===== src/rtl/fan_drv_pkg.sv =====
package fan_drv_pkg;
  typedef enum logic {
    PH_ONE = 1'b0,
    PH_TWO = 1'b1
  } phase_e;
endpackage


===== src/rtl/fan_duty_map.sv =====
module fan_duty_map
  import fan_drv_pkg::*;
#(
  parameter int CW       = 8,
  parameter int OFF_CODE = 250
) (
  input  logic [CW-1:0] speed_code_i,
  input  logic [CW-1:0] floor_code_i,
  output logic [CW-1:0] duty_o,
  output logic          force_off_o
);
  localparam logic [CW-1:0] CODE_MAX = {CW{1'b1}};
  localparam logic [CW-1:0] OFF_LIM  = CW'(OFF_CODE);

  // slower demand than the floor is pulled back to the floor
  function automatic logic [CW-1:0] clamp_code(input logic [CW-1:0] dem,
                                               input logic [CW-1:0] flr);
    return (dem > flr) ? flr : dem;
  endfunction

  // larger code means slower, so duty is the complement
  function automatic logic [CW-1:0] code_to_duty(input logic [CW-1:0] code);
    return CODE_MAX - code;
  endfunction

  assign duty_o      = code_to_duty(clamp_code(speed_code_i, floor_code_i));
  assign force_off_o = (speed_code_i >= OFF_LIM);
endmodule


===== src/rtl/fan_pwm_gen.sv =====
module fan_pwm_gen #(
  parameter int CW = 8
) (
  input  logic          clk,
  input  logic          rst_n,
  input  logic [CW-1:0] duty_i,
  input  logic          force_off_i,
  output logic [CW-1:0] cnt_o,
  output logic          pwm_o
);
  localparam logic [CW-1:0] CODE_MAX = {CW{1'b1}};

  logic [CW-1:0] cnt_q;

  always_ff @(posedge clk or negedge rst_n) begin
    if (!rst_n) cnt_q <= '0;
    else        cnt_q <= cnt_q + 1'b1;
  end

  function automatic logic pwm_level(input logic [CW-1:0] cnt,
                                     input logic [CW-1:0] duty);
    return (duty == CODE_MAX) || (cnt < duty);
  endfunction

  assign cnt_o = cnt_q;
  assign pwm_o = !force_off_i && pwm_level(cnt_q, duty_i);

  assert_cnt_step_R10: assert property (@(posedge clk) disable iff (!rst_n)
    1'b1 |=> cnt_q == $past(cnt_q) + 1'b1);

  assert_full_duty_R4: assert property (@(posedge clk) disable iff (!rst_n)
    (duty_i == CODE_MAX && !force_off_i) |-> pwm_o);
endmodule


===== src/rtl/fan_commutator.sv =====
module fan_commutator
  import fan_drv_pkg::*;
#(
  parameter int DW = 4
) (
  input  logic          clk,
  input  logic          rst_n,
  input  logic          hall_i,
  input  logic [DW-1:0] dead_len_i,
  output phase_e        phase_o,
  output logic          blank_o,
  output logic          fg_o
);
  logic          hall_q;
  logic [DW-1:0] dead_q;
  logic          hall_edge;

  assign hall_edge = (hall_i != hall_q);

  always_ff @(posedge clk or negedge rst_n) begin
    if (!rst_n) begin
      hall_q <= 1'b0;
      dead_q <= '0;
    end else if (hall_edge) begin
      hall_q <= hall_i;
      dead_q <= dead_len_i;
    end else if (dead_q != '0) begin
      dead_q <= dead_q - 1'b1;
    end
  end

  assign phase_o = hall_q ? PH_TWO : PH_ONE;
  assign blank_o = (dead_q != '0);
  assign fg_o    = hall_q;

  assert_dead_start_R8: assert property (@(posedge clk) disable iff (!rst_n)
    (hall_edge && dead_len_i != '0) |=> blank_o);

  assert_dead_count_R8: assert property (@(posedge clk) disable iff (!rst_n)
    (blank_o && !hall_edge) |=> dead_q == $past(dead_q) - 1'b1);

  assert_fg_follow_R7: assert property (@(posedge clk) disable iff (!rst_n)
    1'b1 |=> fg_o == $past(hall_i));
endmodule


===== src/rtl/fan_drive_core.sv =====
module fan_drive_core
  import fan_drv_pkg::*;
#(
  parameter int CW       = 8,
  parameter int DW       = 4,
  parameter int OFF_CODE = 250
) (
  input  logic          clk,
  input  logic          rst_n,
  input  logic          hall_i,
  input  logic [CW-1:0] speed_code_i,
  input  logic [CW-1:0] floor_code_i,
  input  logic          drive_en_i,
  input  logic [DW-1:0] dead_len_i,
  output logic          ph1_hi_o,
  output logic          ph2_hi_o,
  output logic          ph1_lo_o,
  output logic          ph2_lo_o,
  output logic          fg_o
);
  localparam logic [CW-1:0] CODE_MAX = {CW{1'b1}};

  logic [CW-1:0] duty;
  logic          force_off;
  logic [CW-1:0] pwm_cnt;
  logic          pwm_on;
  phase_e        phase;
  logic          blank;
  logic          drive_ok;

  fan_duty_map #(.CW(CW), .OFF_CODE(OFF_CODE)) u_map (
    .speed_code_i (speed_code_i),
    .floor_code_i (floor_code_i),
    .duty_o       (duty),
    .force_off_o  (force_off)
  );

  fan_pwm_gen #(.CW(CW)) u_pwm (
    .clk         (clk),
    .rst_n       (rst_n),
    .duty_i      (duty),
    .force_off_i (force_off),
    .cnt_o       (pwm_cnt),
    .pwm_o       (pwm_on)
  );

  fan_commutator #(.DW(DW)) u_comm (
    .clk        (clk),
    .rst_n      (rst_n),
    .hall_i     (hall_i),
    .dead_len_i (dead_len_i),
    .phase_o    (phase),
    .blank_o    (blank),
    .fg_o       (fg_o)
  );

  assign drive_ok = rst_n && drive_en_i && !blank;

  assign ph1_hi_o = drive_ok && (phase == PH_ONE);
  assign ph2_hi_o = drive_ok && (phase == PH_TWO);
  assign ph1_lo_o = ph1_hi_o && pwm_on;
  assign ph2_lo_o = ph2_hi_o && pwm_on;

  assert_lo_needs_hi_R3: assert property (@(posedge clk) disable iff (!rst_n)
    (ph1_lo_o |-> ph1_hi_o) and (ph2_lo_o |-> ph2_hi_o));

  assert_one_phase_R1: assert property (@(posedge clk) disable iff (!rst_n)
    $onehot0({ph1_hi_o, ph2_hi_o}));

  assert_disable_R9: assert property (@(posedge clk) disable iff (!rst_n)
    !drive_en_i |-> !(ph1_hi_o || ph2_hi_o || ph1_lo_o || ph2_lo_o));

  assert_cutoff_R5: assert property (@(posedge clk) disable iff (!rst_n)
    force_off |-> !(ph1_lo_o || ph2_lo_o));

  assert_floor_R6: assert property (@(posedge clk) disable iff (!rst_n)
    1'b1 |-> duty >= (CODE_MAX - floor_code_i));

  assert_blank_R8: assert property (@(posedge clk) disable iff (!rst_n)
    blank |-> !(ph1_hi_o || ph2_hi_o));
endmodule


===== config.mk =====
export PLATFORM = sky130hd
export DESIGN_NAME = fan_drive_core
export DESIGN_NICKNAME = d
export VERILOG_FILES = /design/src/rtl/fan_drv_pkg.sv /design/src/rtl/fan_duty_map.sv /design/src/rtl/fan_pwm_gen.sv /design/src/rtl/fan_commutator.sv /design/src/rtl/fan_drive_core.sv
export SDC_FILE = /design/constraint.sdc
export NUM_CORES = 1
export LEC_CHECK = 0
export ABC_AREA = 1
export BUFFER_PORTS_ARGS = -buffer_cell sky130_fd_sc_hd__buf_2
export CAP_MARGIN = 30
export CORE_MARGIN = 3
export CORE_UTILIZATION = 25
export DETAILED_ROUTE_END_ITERATION = 16
export PLACE_DENSITY = 0.49
export SLEW_MARGIN = 40
export SYNTH_ARGS = -nofsm -noshare
export SYNTH_HDL_FRONTEND = slang
export SYNTH_HIERARCHICAL = 1
export SYNTH_SLANG_ARGS = --single-unit

===== constraint.sdc =====
create_clock -name clk -period 8.3 [get_ports clk]
set_clock_uncertainty 0.05 [all_clocks]
set_input_delay 1.245 -clock clk [delete_from_list [all_inputs] [get_ports clk]]
set_output_delay 1.245 -clock clk [all_outputs]
set_load 0.01 [all_outputs]

# Yosys cells after proc, flatten, opt, wreduce, memory -nomap -nowiden
# Cells that the tools add are included.
[op_classes] add_sub_neg=3 order_cmp=3 eq_ne=2 n_mux=4 bitwise=1 n_reduce_logical=12
[ops] cell="8-bit by 1-bit adder with 8-bit output (second input constant)" n=1
[ops] cell="8-bit equality test (second input constant)" n=1
[ops] cell="8-bit >= comparator (second input constant)" n=1
[ops] cell="8-bit > comparator" n=1
[ops] cell="8-bit less-than comparator" n=1
[ops] cell="4-bit two-way mux" n=2
[ops] cell="8-bit two-way mux" n=1
[ops] cell="8-bit subtractor (first input constant)" n=1
[ops] cell="1-bit logical AND" n=7
[ops] cell="4-bit nonzero test" n=1
[ops] cell="4-bit by 1-bit subtractor with 4-bit output (second input constant)" n=1
[ops] cell="1-bit logical NOT" n=2
[ops] cell="2-bit nonzero test" n=1
[ops] cell="1-bit logical OR" n=1
[ops] cell="1-bit two-way mux" n=1
[ops] cell="1-bit != test" n=1
[ops] cell="1-bit NOT" n=1
[word_totals] ff_bits=13 inputBits=24 output_inout_bits=5 word_cells=28

# Logic depth before layout (Yosys ltp)
# Gate-level depths: netlist of run 1.
[depth] ltp_word=7 ltp_mapped=23 depth_no_buf=23

# Hierarchy
# Netlist of run 1, hierarchy kept.
[modules_own_cells] mod="fan_pwm_gen" n_inst=1 cells_each=63 area_each_um2=533.0 seq_area_each_um2=200.2
[modules_own_cells] mod="fan_duty_map" n_inst=1 cells_each=70 area_each_um2=402.9 seq_area_each_um2=0.0
[modules_own_cells] mod="fan_commutator" n_inst=1 cells_each=48 area_each_um2=336.6 seq_area_each_um2=125.1
[modules_own_cells] mod="fan_drive_core" n_inst=1 cells_each=10 area_each_um2=40.0 seq_area_each_um2=0.0

# Worst setup path before layout of run 1
# No wires, ideal clock.
[synth_path] kind="input to output" startpoint="in floor_code_i[7]" endpoint="out ph1_lo_o" t_arrival_ns=3.190 t_required_ns=7.005 path_slack_ns=3.815 cell_stages=17 path_buffers=0 path_cell_list="inv_1 ha_1 a21o_1 nor2_2 nand2_4 nand2_4 nand2_1 nand2_1 inv_1 ha_1 a21oi_1 nor2_1 nor3_1 nand2_1 a21oi_1 inv_1 nor2_1"
[synth_via] elab_chain_len=7 word_cells_on_any_way=8 classes_between="1 x add/sub; 2 x order compare; 1 x eq/ne; 1 x mux; 3 x reduce/logical"
[synth_rtl] element="from (decl)" line="fan_drive_core.sv:12" rtl="input logic [CW-1:0] floor_code_i,"
[synth_rtl] element="8-bit > comparator *" line="fan_duty_map.sv:18" rtl="return (dem > flr) ? flr : dem;"
[synth_rtl] element="8-bit two-way mux *" line="fan_duty_map.sv:18"
[synth_rtl] element="8-bit subtractor *" line="fan_duty_map.sv:23" rtl="return CODE_MAX - code;"
[synth_rtl] element="via duty[5]" line="fan_drive_core.sv:23" rtl="logic [CW-1:0] duty;"
[synth_rtl] element="8-bit less-than comparator or 8-bit equality test (tied branches)" line="fan_pwm_gen.sv:22" rtl="return (duty == CODE_MAX) || (cnt < duty);"
[synth_rtl] element="1-bit logical OR *" line="fan_pwm_gen.sv:22"
[synth_rtl] element="1-bit logical AND *" line="fan_pwm_gen.sv:26" rtl="assign pwm_o = !force_off_i && pwm_level(cnt_q, duty_i);"
[synth_rtl] element="via pwm_on" line="fan_drive_core.sv:26" rtl="logic pwm_on;"
[synth_rtl] element="1-bit logical AND *" line="fan_drive_core.sv:61" rtl="assign ph1_lo_o = ph1_hi_o && pwm_on;"
[synth_rtl] element="to (decl)" line="fan_drive_core.sv:17" rtl="output logic ph1_lo_o,"
# The timed path passes the listed nets; every way through them passes the cells marked *.

# Worst setup path in the final report of run 1
[layout_path] startpoint="in speed_code_i[5]" endpoint="out ph1_lo_o"
[layout_via] elab_chain_len=7 word_cells_on_any_way=10 classes_between="1 x add/sub; 3 x order compare; 1 x eq/ne; 1 x mux; 4 x reduce/logical"
[layout_rtl] element="from (decl)" line="fan_drive_core.sv:11" rtl="input logic [CW-1:0] speed_code_i,"
[layout_rtl] element="8-bit > comparator" line="fan_duty_map.sv:18"
[layout_rtl] element="8-bit two-way mux *" line="fan_duty_map.sv:18"
[layout_rtl] element="8-bit subtractor *" line="fan_duty_map.sv:23"
[layout_rtl] element="via duty[5]" line="fan_drive_core.sv:23"
[layout_rtl] element="8-bit less-than comparator or 8-bit equality test (tied branches)" line="fan_pwm_gen.sv:22"
[layout_rtl] element="1-bit logical OR *" line="fan_pwm_gen.sv:22"
[layout_rtl] element="1-bit logical AND *" line="fan_pwm_gen.sv:26"
[layout_rtl] element="via pwm_on" line="fan_drive_core.sv:26"
[layout_rtl] element="1-bit logical AND *" line="fan_drive_core.sv:61"
# Marks and branches as above.

==> results.txt, run 1 <==
post-route clock period utilization -> 58.5%
Ports -> 29
first-pass GRT wire length -> 4720 µm
synthesis-stage register bit count -> 13
Yosys cell types -> 25
RD Place Congestion -> 0.776
Sink Count -> 13
share of post-route cells with drive strength above 1 -> 21.7%
IO Port Bufs -> 28
GRT Resource Usage Total -> 9.31%
RSZ-0062 raised after global routing -> false
worst path required time -> 7.01 ns
HP Class -> flip-flop to flip-flop
core region area -> 0.00491 mm²
Critical Path End Type -> output pin
P_leak -> 0.969 nW
outcome -> finished clean
filler cell count -> 552
post_cts resized -> 0
Pins Over Slew Limit -> 0
critical path start-end classification -> primary input to output pin
wire per inst -> 9.30 µm
final setup violation count -> 0
CP max stage cell -> ha_1
clock root buffer -> clkbuf_8
Worst-path clk slew -> 0.06 ns
predominant post-synthesis flop cell -> dfrtp_1
Die Ht -> 78.5 µm
commonest cells after routing, fill and taps aside -> 56 x nand2_1, 41 x inv_1, 28 x buf_2, 18 x ha_1
std cell rows -> 25
vias in the first global route -> 1,155
synthesized area -> 0.00131 mm²
area added between synthesis and finish -> 19.6%
sequential element share of the synthesized area -> 24.8%
PwrDens -> 140 mW/mm²
dpl hpwl -> 2300 µm
CP top delay family -> simple AND/OR/NAND/NOR gates
CP Launch Type -> primary input
TritonCTS clock tree -> built
WL final -> 2680 µm
CP Buf/Inv Count -> 4
Num CTS Buffers -> 3
Final Hold Viols -> 0
Slew headroom -> 78.2%
total gr overflow -> 0
vias per cell -> 4.07
ANT nets after route -> 0
max-capacitance violation count -> 0
Final #Nets -> 264
DRC -> 0
total power draw -> 0.000219 W
Arr. time, crit path -> 3.56 ns
CTS H-Tree Depth -> 1
crit-path max FO -> 9
Mapped Avg Cell Area -> 6.87 µm²
Fmax -> 0.206 GHz
CTS Hold Buffers Added -> 0
Ys Warns -> 6
chip width -> 78.5 µm
Antenna Cells -> 0
Worst path max stage delay -> 0.31 ns
crit-path cells -> buf_2 -> ha_1 -> a21oi_1 -> nor2_1 -> nor2_2 -> nand2_4 -> nand2_4 -> nand2_1 -> nand2_1 -> inv_1 -> ha_1 -> a21oi_1 -> nor2_1 -> nor3_1 -> nand2_1 -> a21oi_1 -> inv_1 -> nor2_1 -> buf_2
antenna violations before repair -> 0
register area -> 325 µm²
Synth async-reset ratio -> 100%
leading cell type in the layout, fill and taps excluded -> nand2_1
setup TNS -> 0 ns
first drt pass iteration count -> 4
EDFF count, synth -> 0
Cells after Synth -> 191
Slew @ Worst Pin -> 0.327 ns
Syn Nets -> 233
die area -> 0.00616 mm²
Max Root-Sink Buffers -> 2
Multi-input gate area -> 818 µm²
largest net degree at the start of global routing -> 15
fin crit period -> 4.85 ns
Post-CTS Setup Repair Bufs -> 0
VDD IR max -> 55.8 µV
Skew-Pair Late Insertion Delay -> 0.24 ns
via count -> 1,172
1st-iter DRT viols -> 38
initial cell density of the core -> 26.7%
## worst register-to-register path: stages (launching register included)
cell and delay [ns]:
dfrtp_1 0.38, inv_1 0.15, ha_1 0.18, nand2_2 0.08
inv_1 0.06, nand2_1 0.08, nand2_1 0.09, nand2_1 0.05
## per-layer routing
metal	share of wire, %	track usage [%]
met1	47	11.3
met2	48	16.4
met3	2.8	1.95
met4	1.6	2.80
met5	0	0
## state kept, by name, summed over array words and instances (netlist names)
signal         cells
u_comm/dead_q      4
u_pwm/cnt_o        8
u_comm/fg_o        1
## where the power goes
group / internal, W / switching [W] / leakage, nW / total (W)
Sequential: 0.0000717 / 0.00000634 / 0.156 / 0.0000780
Combinational: 0.0000348 / 0.0000497 / 0.790 / 0.0000844
Clock: 0.0000339 / 0.0000229 / 0.0228 / 0.0000568
## stage by stage
step	utilization (%)	cell area (µm²)	cells	setup WS [ns]	hold WS, ns
finish	32.0	1570	288	3.45	0.438
global route	32.0	1570	288	3.15	0.464
CTS	32.0	1570	288	3.44	0.440
detailed placement	31.1	1530	284	3.46	0.429
global placement	31.1	1530	284	3.48	0.416
floorplan	-	1310	191	3.81	0.396
## cell type report
cell class / instances / share of cell area [%]
clock buffer: 4 / 2.87
timing repair buffer: 28 / 8.92
tap: 67 / 5.34
inverter: 42 / 10.0
sequential: 13 / 20.7
multi-input combinational: 134 / 52.1
## synth_stat cells, types with 2 or more instances
library cell | count | area (µm²)
nor2_1 | 9 | 33.8
xnor2_1 | 5 | 43.8
inv_1 | 41 | 154
nand2_1 | 56 | 210
nand2_2 | 6 | 37.5
xor2_1 | 3 | 26.3
nor3_1 | 2 | 10.0
ha_1 | 18 | 225
nor2_2 | 5 | 31.3
nand3_1 | 13 | 65.1
dfrtp_1 | 13 | 325
nand2_4 | 2 | 22.5
a21oi_1 | 6 | 30.0
## cell families after synthesis
family,Yosys count,synth area share [%]
simple gates,99,36.0
buf+inv,44,12.9
compound gates,9,3.81
flops,13,24.8
xor+xnor,8,5.34
fa+ha+maj,18,17.2
## final timing paths
path | depth (start not counted) | startpoint | slack [ns] | end
min reg2reg | 1 | u_pwm/cnt_o[7] | 0.44 | u_pwm/cnt_o[7]
max | 19 | speed_code_i[5] | 3.45 | ph1_lo_o
max in group asynchronous | 1 | rst_n | 7.11 | u_pwm/cnt_o[6]
min | 1 | u_pwm/cnt_o[7] | 0.44 | u_pwm/cnt_o[7]
max reg2reg | 7 | u_comm/dead_q[0] | 7.06 | u_comm/dead_q[0]
min in group asynchronous | 1 | rst_n | 0.84 | u_comm/dead_q[2]
Power figures use the tool's default switching activity.
==> inputs of run 2 (changes only) <==
--- a/config.mk
+++ b/config.mk
@@ -11,7 +11,7 @@
 export CORE_MARGIN = 3
 export CORE_UTILIZATION = 25
 export DETAILED_ROUTE_END_ITERATION = 16
-export PLACE_DENSITY = 0.49
+export PLACE_DENSITY = 0.5
 export SLEW_MARGIN = 40
 export SYNTH_ARGS = -nofsm -noshare
 export SYNTH_HDL_FRONTEND = slang
==> constraint.sdc (replaced) <==
create_clock -name clk -period 4.2 [get_ports clk]
set_clock_uncertainty 0.05 [all_clocks]
set_input_delay 0.63 -clock clk [delete_from_list [all_inputs] [get_ports clk]]
set_output_delay 0.63 -clock clk [all_outputs]
set_load 0.01 [all_outputs]
==> run 2 against run 1 <==
- setup slack worse by 2.8 ns
- global-route usage decreased by 0.50 points
- power increased by 98%
- critical endpoint is now ph2_lo_o
- largest cell class unchanged
- sequential power rose by 97%
- flip-flop and latch count stayed put
- critical path type unchanged
- via count fell by 0.51%
- highest routed layer unchanged
- hold slack got worse by 0.22 ns
- clock power grew 99%
- non-clock buffer count did not move
==> results.txt, run 2 (synthesis gave the netlist of run 1 again) <==
outcome -> finished clean
Slew headroom -> 77.5% (-0.71 points)
Num CTS Buffers -> 3 (unchanged)
ANT nets after route -> 0 (unchanged)
wire per inst -> 8.83 µm (-5.1%)
1st-iter DRT viols -> 68 (+79%)
IO Port Bufs -> 28 (unchanged)
commonest cells after routing, fill and taps aside -> 56 x nand2_1, 41 x inv_1, 28 x buf_2, 18 x ha_1
Place WS -> 0.605 ns (-2.86 ns)
Skew-Pair Late Insertion Delay -> 0.25 ns (about the same)
placed cells -> 284 (unchanged)
final setup violation count -> 0 (unchanged)
Final Util -> 32.0% (about the same)
Fmax -> 0.278 GHz
post_cts resized -> 0 (unchanged)
GRT Resource Usage Total -> 8.81% (-0.50 points)
Critical Path End Type -> output pin
RSZ-0062 raised after global routing -> false
crit-path max FO -> 9 (unchanged)
CP Buf/Inv Count -> 4 (unchanged)
vias per cell -> 4.05 (-0.51%)
area added between synthesis and finish -> 19.7% (about the same)
total gr overflow -> 0 (unchanged)
antenna violations before repair -> 0 (unchanged)
DRC -> 0 (unchanged)
CP top delay family -> simple AND/OR/NAND/NOR gates
CP Launch Type -> primary input
critical path start-end classification -> primary input to output pin
Final #Nets -> 264 (unchanged)
leading cell type in the layout, fill and taps excluded -> nand2_1
register area -> 325 µm² (unchanged)
critical path's most frequent cell -> nand2_1
HP Class -> primary input to async pin
clock root buffer -> clkbuf_8
Arr. time, crit path -> 2.91 ns (-0.65 ns)
Post-CTS Setup Repair Bufs -> 0 (unchanged)
share of post-route cells with drive strength above 1 -> 22.2% (+0.45 points)
Final Hold Viols -> 0 (unchanged)
worst path required time -> 3.52 ns (-3.49 ns)
filler cell count -> 556 (+0.72%)
setup TNS -> 0 ns (unchanged)
Max Root-Sink Buffers -> 2 (unchanged)
max-capacitance violation count -> 0 (unchanged)
initial cell density of the core -> 26.7% (unchanged)
crit-path cells -> buf_2 -> ha_1 -> a21o_1 -> nor2_2 -> nand2_4 -> nand2_4 -> nand2_1 -> nand2_1 -> inv_1 -> ha_1 -> a21oi_1 -> nor2_1 -> nor3_1 -> nand2_1 -> a21oi_1 -> inv_1 -> nor2_1 -> buf_2
CTS H-Tree Depth -> 1 (unchanged)
VDD IR max -> 126 µV (+130%)
die area -> 0.00616 mm² (unchanged)
CP max stage cell -> ha_1
Ports -> 29 (unchanged)
first-pass GRT wire length -> 4440 µm (-6.0%)
dpl hpwl -> 2220 µm (-3.8%)
core region area -> 0.00491 mm² (unchanged)
Antenna Cells -> 0 (unchanged)
PwrDens -> 276 mW/mm² (+98%)
Multi-input gate area -> 818 µm² (unchanged)
max reg flops -> 8 (unchanged)
TritonCTS clock tree -> built
Pins Over Slew Limit -> 0 (unchanged)
std cell rows -> 25 (unchanged)
fin crit period -> 3.59 ns
via count -> 1,166 (-0.51%)
Non-Filler Instances -> 288 (unchanged)
largest net degree at the start of global routing -> 15 (unchanged)
P_leak -> 0.972 nW (+0.28%)
CTS Hold Buffers Added -> 0 (unchanged)
Worst-path clk slew -> 0.06 ns (about the same)
RD Place Congestion -> 0.770 (-0.85%)
Sink Count -> 13 (unchanged)
vias in the first global route -> 1,080 (-6.5%)
WL final -> 2540 µm (-5.1%)
Die Ht -> 78.5 µm (unchanged)
Slew @ Worst Pin -> 0.335 ns (+0.00821 ns)
Worst path max stage delay -> 0.32 ns (about the same)
post-route clock period utilization -> 85.6%
chip width -> 78.5 µm (unchanged)
first drt pass iteration count -> 4 (unchanged)
PnR worst setup slack -> 0.606 ns (-2.84 ns)
[run 2: changes by cell type in the layout (fill, tap and decap cells not counted)]
cell / before / now
clkbuf_1: 1 / 0
clkinv_2: 0 / 1
[run 2: power breakdown]
group / internal [W] / switching (W)
sequential: 0.000142 / 0.0000122
clock: 0.0000656 / 0.0000477
combinational: 0.0000686 / 0.0000986
total: 0.000276 / 0.000158
[run 2: final timing paths]
| path | from | to | slack, ns | depth (start not counted) |
|---|---|---|---|---|
| max in group asynchronous | rst_n | u_pwm/cnt_o[7] | 3.64 | 1 |
| setup / recovery | speed_code_i[7] | ph2_lo_o | 0.61 | 18 |
| hold reg to reg | u_pwm/cnt_o[7] | u_pwm/cnt_o[7] | 0.42 | 1 |
| setup reg to reg | u_comm/dead_q[0] | u_comm/dead_q[1] | 2.94 | 7 |
| min in group clk | u_pwm/cnt_o[7] | u_pwm/cnt_o[7] | 0.42 | 1 |
| hold / removal | rst_n | u_comm/dead_q[0] | 0.22 | 1 |
[run 2: per-layer routing]
metal / global-route usage, % / up-vias / share of wire [%]
li1: - / 643 / -
met1: 11.9 / 507 / 50
met2: 14.5 / 14 / 47
met3: 1.72 / 2 / 1.8
met4: 2.10 / 0 / 0.98
met5: 0 / - / 0
[run 2: layout make-up]
type,instances,share of cell area [%]
multi-input combinational,134,52.1
sequential,13,20.7
inverter,42,10.0
timing repair buffer,28,8.92
tap,67,5.33
clock buffer,3,2.63
clock inverter,1,0.318
[run 2: stage by stage]
stage | total power (W) | cell area, µm² | hold WS (ns)
2_1_floorplan | 0.000282 | 1310 | 0.284
6_report | 0.000434 | 1570 | 0.217
4_1_cts | 0.000442 | 1570 | 0.231
5_1_grt | 0.000477 | 1570 | 0.241
3_5_place_dp | 0.000326 | 1530 | 0.413
3_3_place_gp | 0.000327 | 1530 | 0.415
==> inputs of run 3 (changes only) <==
--- a/config.mk
+++ b/config.mk
@@ -11,7 +11,7 @@
 export CORE_MARGIN = 3
 export CORE_UTILIZATION = 25
 export DETAILED_ROUTE_END_ITERATION = 16
-export PLACE_DENSITY = 0.5
+export PLACE_DENSITY = 0.49
 export SLEW_MARGIN = 40
 export SYNTH_ARGS = -nofsm -noshare
 export SYNTH_HDL_FRONTEND = slang
==> constraint.sdc (replaced) <==
create_clock -name clk -period 3.4 [get_ports clk]
set_clock_uncertainty 0.05 [all_clocks]
set_input_delay 0.51 -clock clk [delete_from_list [all_inputs] [get_ports clk]]
set_output_delay 0.51 -clock clk [all_outputs]
set_load 0.01 [all_outputs]
==> run 3 against run 2 <==
- setup slack got worse by 0.43 ns
- flip-flop and latch count unchanged
- die area is the same
- largest power group unchanged
- highest routed layer unchanged
==> results.txt, run 3 (synthesis gave the netlist of run 1 again) <==
Clock power frac -> 23.3% (-2.8 points)
Worst-path clk slew -> 0.06 ns (about the same)
combinational share of power -> 44.9% (+6.4 points)
vias in the first global route -> 1,180 (+9.3%)
sequential share of power -> 31.7% (-3.7 points)
fin crit period -> 3.22 ns
clock root buffer -> clkbuf_8
std cell rows -> 25 (unchanged)
Critical Path End Type -> output pin
first-pass GRT wire length -> 5000 µm (+13%)
Slew @ Worst Pin -> 0.375 ns (+0.0401 ns)
Sw Share -> 36.6% (+0.076 points)
1st-iter DRT viols -> 65 (-4.4%)
max-capacitance violation count -> 0 (unchanged)
antenna violations before repair -> 0 (unchanged)
Slew headroom -> 74.8% (-2.7 points)
worst path required time -> 2.84 ns (-0.68 ns)
ANT nets after route -> 0 (unchanged)
DRC -> 0 (unchanged)
CP Launch Type -> primary input
design area -> 0.00189 mm² (+20%)
crit-path max FO -> 8 (-1)
Die Ht -> 78.5 µm (unchanged)
Multi-input gate area -> 0.00103 mm² (+26%)
setup TNS -> 0 ns (unchanged)
Int Power -> 0.000381 W (+38%)
Antenna Cells -> 0 (unchanged)
leading cell type in the layout, fill and taps excluded -> nand2_1
dpl hpwl -> 2290 µm (+3.4%)
final setup violation count -> 0 (unchanged)
PwrDens -> 318 mW/mm² (+15%)
largest net degree at the start of global routing -> 15 (unchanged)
die area -> 0.00616 mm² (unchanged)
post-route clock period utilization -> 94.7%
Num CTS Buffers -> 3 (unchanged)
GRT Resource Usage Total -> 10.0% (+1.2 points)
IO Port Bufs -> 28 (unchanged)
P_leak -> 1.02 nW (+5.5%)
commonest cells after routing, fill and taps aside -> 47 x nand2_1, 29 x inv_1, 26 x buf_2, 14 x nand2_2
initial cell density of the core -> 26.7% (unchanged)
max reg flops -> 8 (unchanged)
critical path start-end classification -> primary input to output pin
placed inst area -> 0.00153 mm² (+0.49%)
CTS H-Tree Depth -> 1 (unchanged)
HP Class -> primary input to async pin
Final Hold Viols -> 0 (unchanged)
Max Root-Sink Buffers -> 2 (unchanged)
Fmax -> 0.311 GHz
first drt pass iteration count -> 4 (unchanged)
Pins Over Slew Limit -> 0 (unchanged)
Ports -> 29 (unchanged)
TritonCTS clock tree -> built
area added between synthesis and finish -> 44.0%
Final #Nets -> 274 (+3.8%)
WL final -> 2950 µm (+16%)
wire per inst -> 9.90 µm (+12%)
Skew-Pair Late Insertion Delay -> 0.24 ns (about the same)
core region area -> 0.00491 mm² (unchanged)
Arr. time, crit path -> 2.66 ns (-0.25 ns)
vias per cell -> 4.12 (+1.8%)
via count -> 1,228 (+5.3%)
RD Place Congestion -> 0.789 (+2.5%)
filler cell count -> 531 (-4.5%)
Sink Count -> 13 (unchanged)
register area -> 325 µm² (unchanged)
share of post-route cells with drive strength above 1 -> 42.9% (+21 points)
outcome -> finished clean
chip width -> 78.5 µm (unchanged)
Psw -> 0.000220 W (+39%)
VDD IR max -> 98.6 µV (-22%)
total gr overflow -> 0 (unchanged)
## run 3: cell count changes in the layout (fill, tap and decap cells not counted), moves of 2 or more
cell and change:
a21oi_1 -4, a21oi_2 +4, buf_2 -2, buf_4 +8, buf_6 +3, ha_1 -13, ha_4 +12, inv_1 -12
inv_2 +12, nand2_1 -9, nand2_2 +8
## run 3: final timing paths
check	start	end	slack, ns	cells past startpoint
worst min register to register	u_comm/dead_q[0]	u_comm/dead_q[0]	0.43	2
max in group asynchronous	rst_n	u_pwm/cnt_o[3]	2.95	1
min in group clk	hall_i	u_comm/fg_o	0.38	1
worst max register to register	u_comm/dead_q[0]	u_comm/dead_q[3]	2.19	7
worst min-delay path	rst_n	u_comm/dead_q[2]	0.11	1
worst max-delay path	speed_code_i[3]	ph1_lo_o	0.18	24
## run 3: stage by stage
step                utilization, %  instances  hold WS, ns  total power, W  worst slack, ns
floorplan                        -        191        0.164        0.000348            0.385
global placement              31.2        285        0.382        0.000404           0.0430
detailed placement            31.2        285        0.383        0.000403           0.0124
CTS                           32.2        289        0.117        0.000550           0.0199
global route                  38.5        298        0.122        0.000668          -0.0153
finish                        38.5        298        0.107        0.000601            0.180
## run 3: final cells by class
type	instances	area share (%)
multi-input cells	134	54.7
flip-flops and latches	13	17.2
repair buffers	38	12.9
inverters	42	8.34
well taps	67	4.43
clock buffers	4	2.38
## run 3: power by group through the flow
stage | logic (W) | registers [W] | clock network [W]
floorplan | 0.000159 | 0.000190 | 0
global placement | 0.000211 | 0.000194 | 0
detailed placement | 0.000210 | 0.000194 | 0
CTS | 0.000212 | 0.000191 | 0.000147
global route | 0.000317 | 0.000195 | 0.000156
finish | 0.000270 | 0.000191 | 0.000140
## run 3: repair_timing
action / in CTS / in global routing
setup buffers: 0 / 9
hold buffers: 0 / 0
endpoints found under the setup margin: 1 / 2
pin swaps: 0 / 26
endpoints found under the hold margin: 0 / 0
gates resized for setup: 1 / 47
## run 3: worst max-delay path, cell delays in order
cell and delay, ns:
buf_4 0.12, ha_4 0.27, nand2_2 0.04, inv_2 0.07
nand2_1 0.05, nand2_1 0.08, nand2_2 0.07, nand2_4 0.14
nand2_8 0.08, buf_6 0.12, nand2_2 0.05, nand2_2 0.05
inv_2 0.07, ha_4 0.20, nand2_1 0.06, inv_1 0.03
nand2_1 0.05, nand2_1 0.06, nand2_1 0.05, nand2_1 0.06
a21oi_2 0.15, inv_1 0.06, nor2_1 0.10, buf_2 0.13
## run 3: routing by layer
layer  vias up  track usage [%]  share of wire [%]
li1        666                -                  -
met1       546             12.7                 47
met2        12             17.1                 50
met3         4             2.18                2.2
met4         0             2.62               0.88
met5         -                0                  0
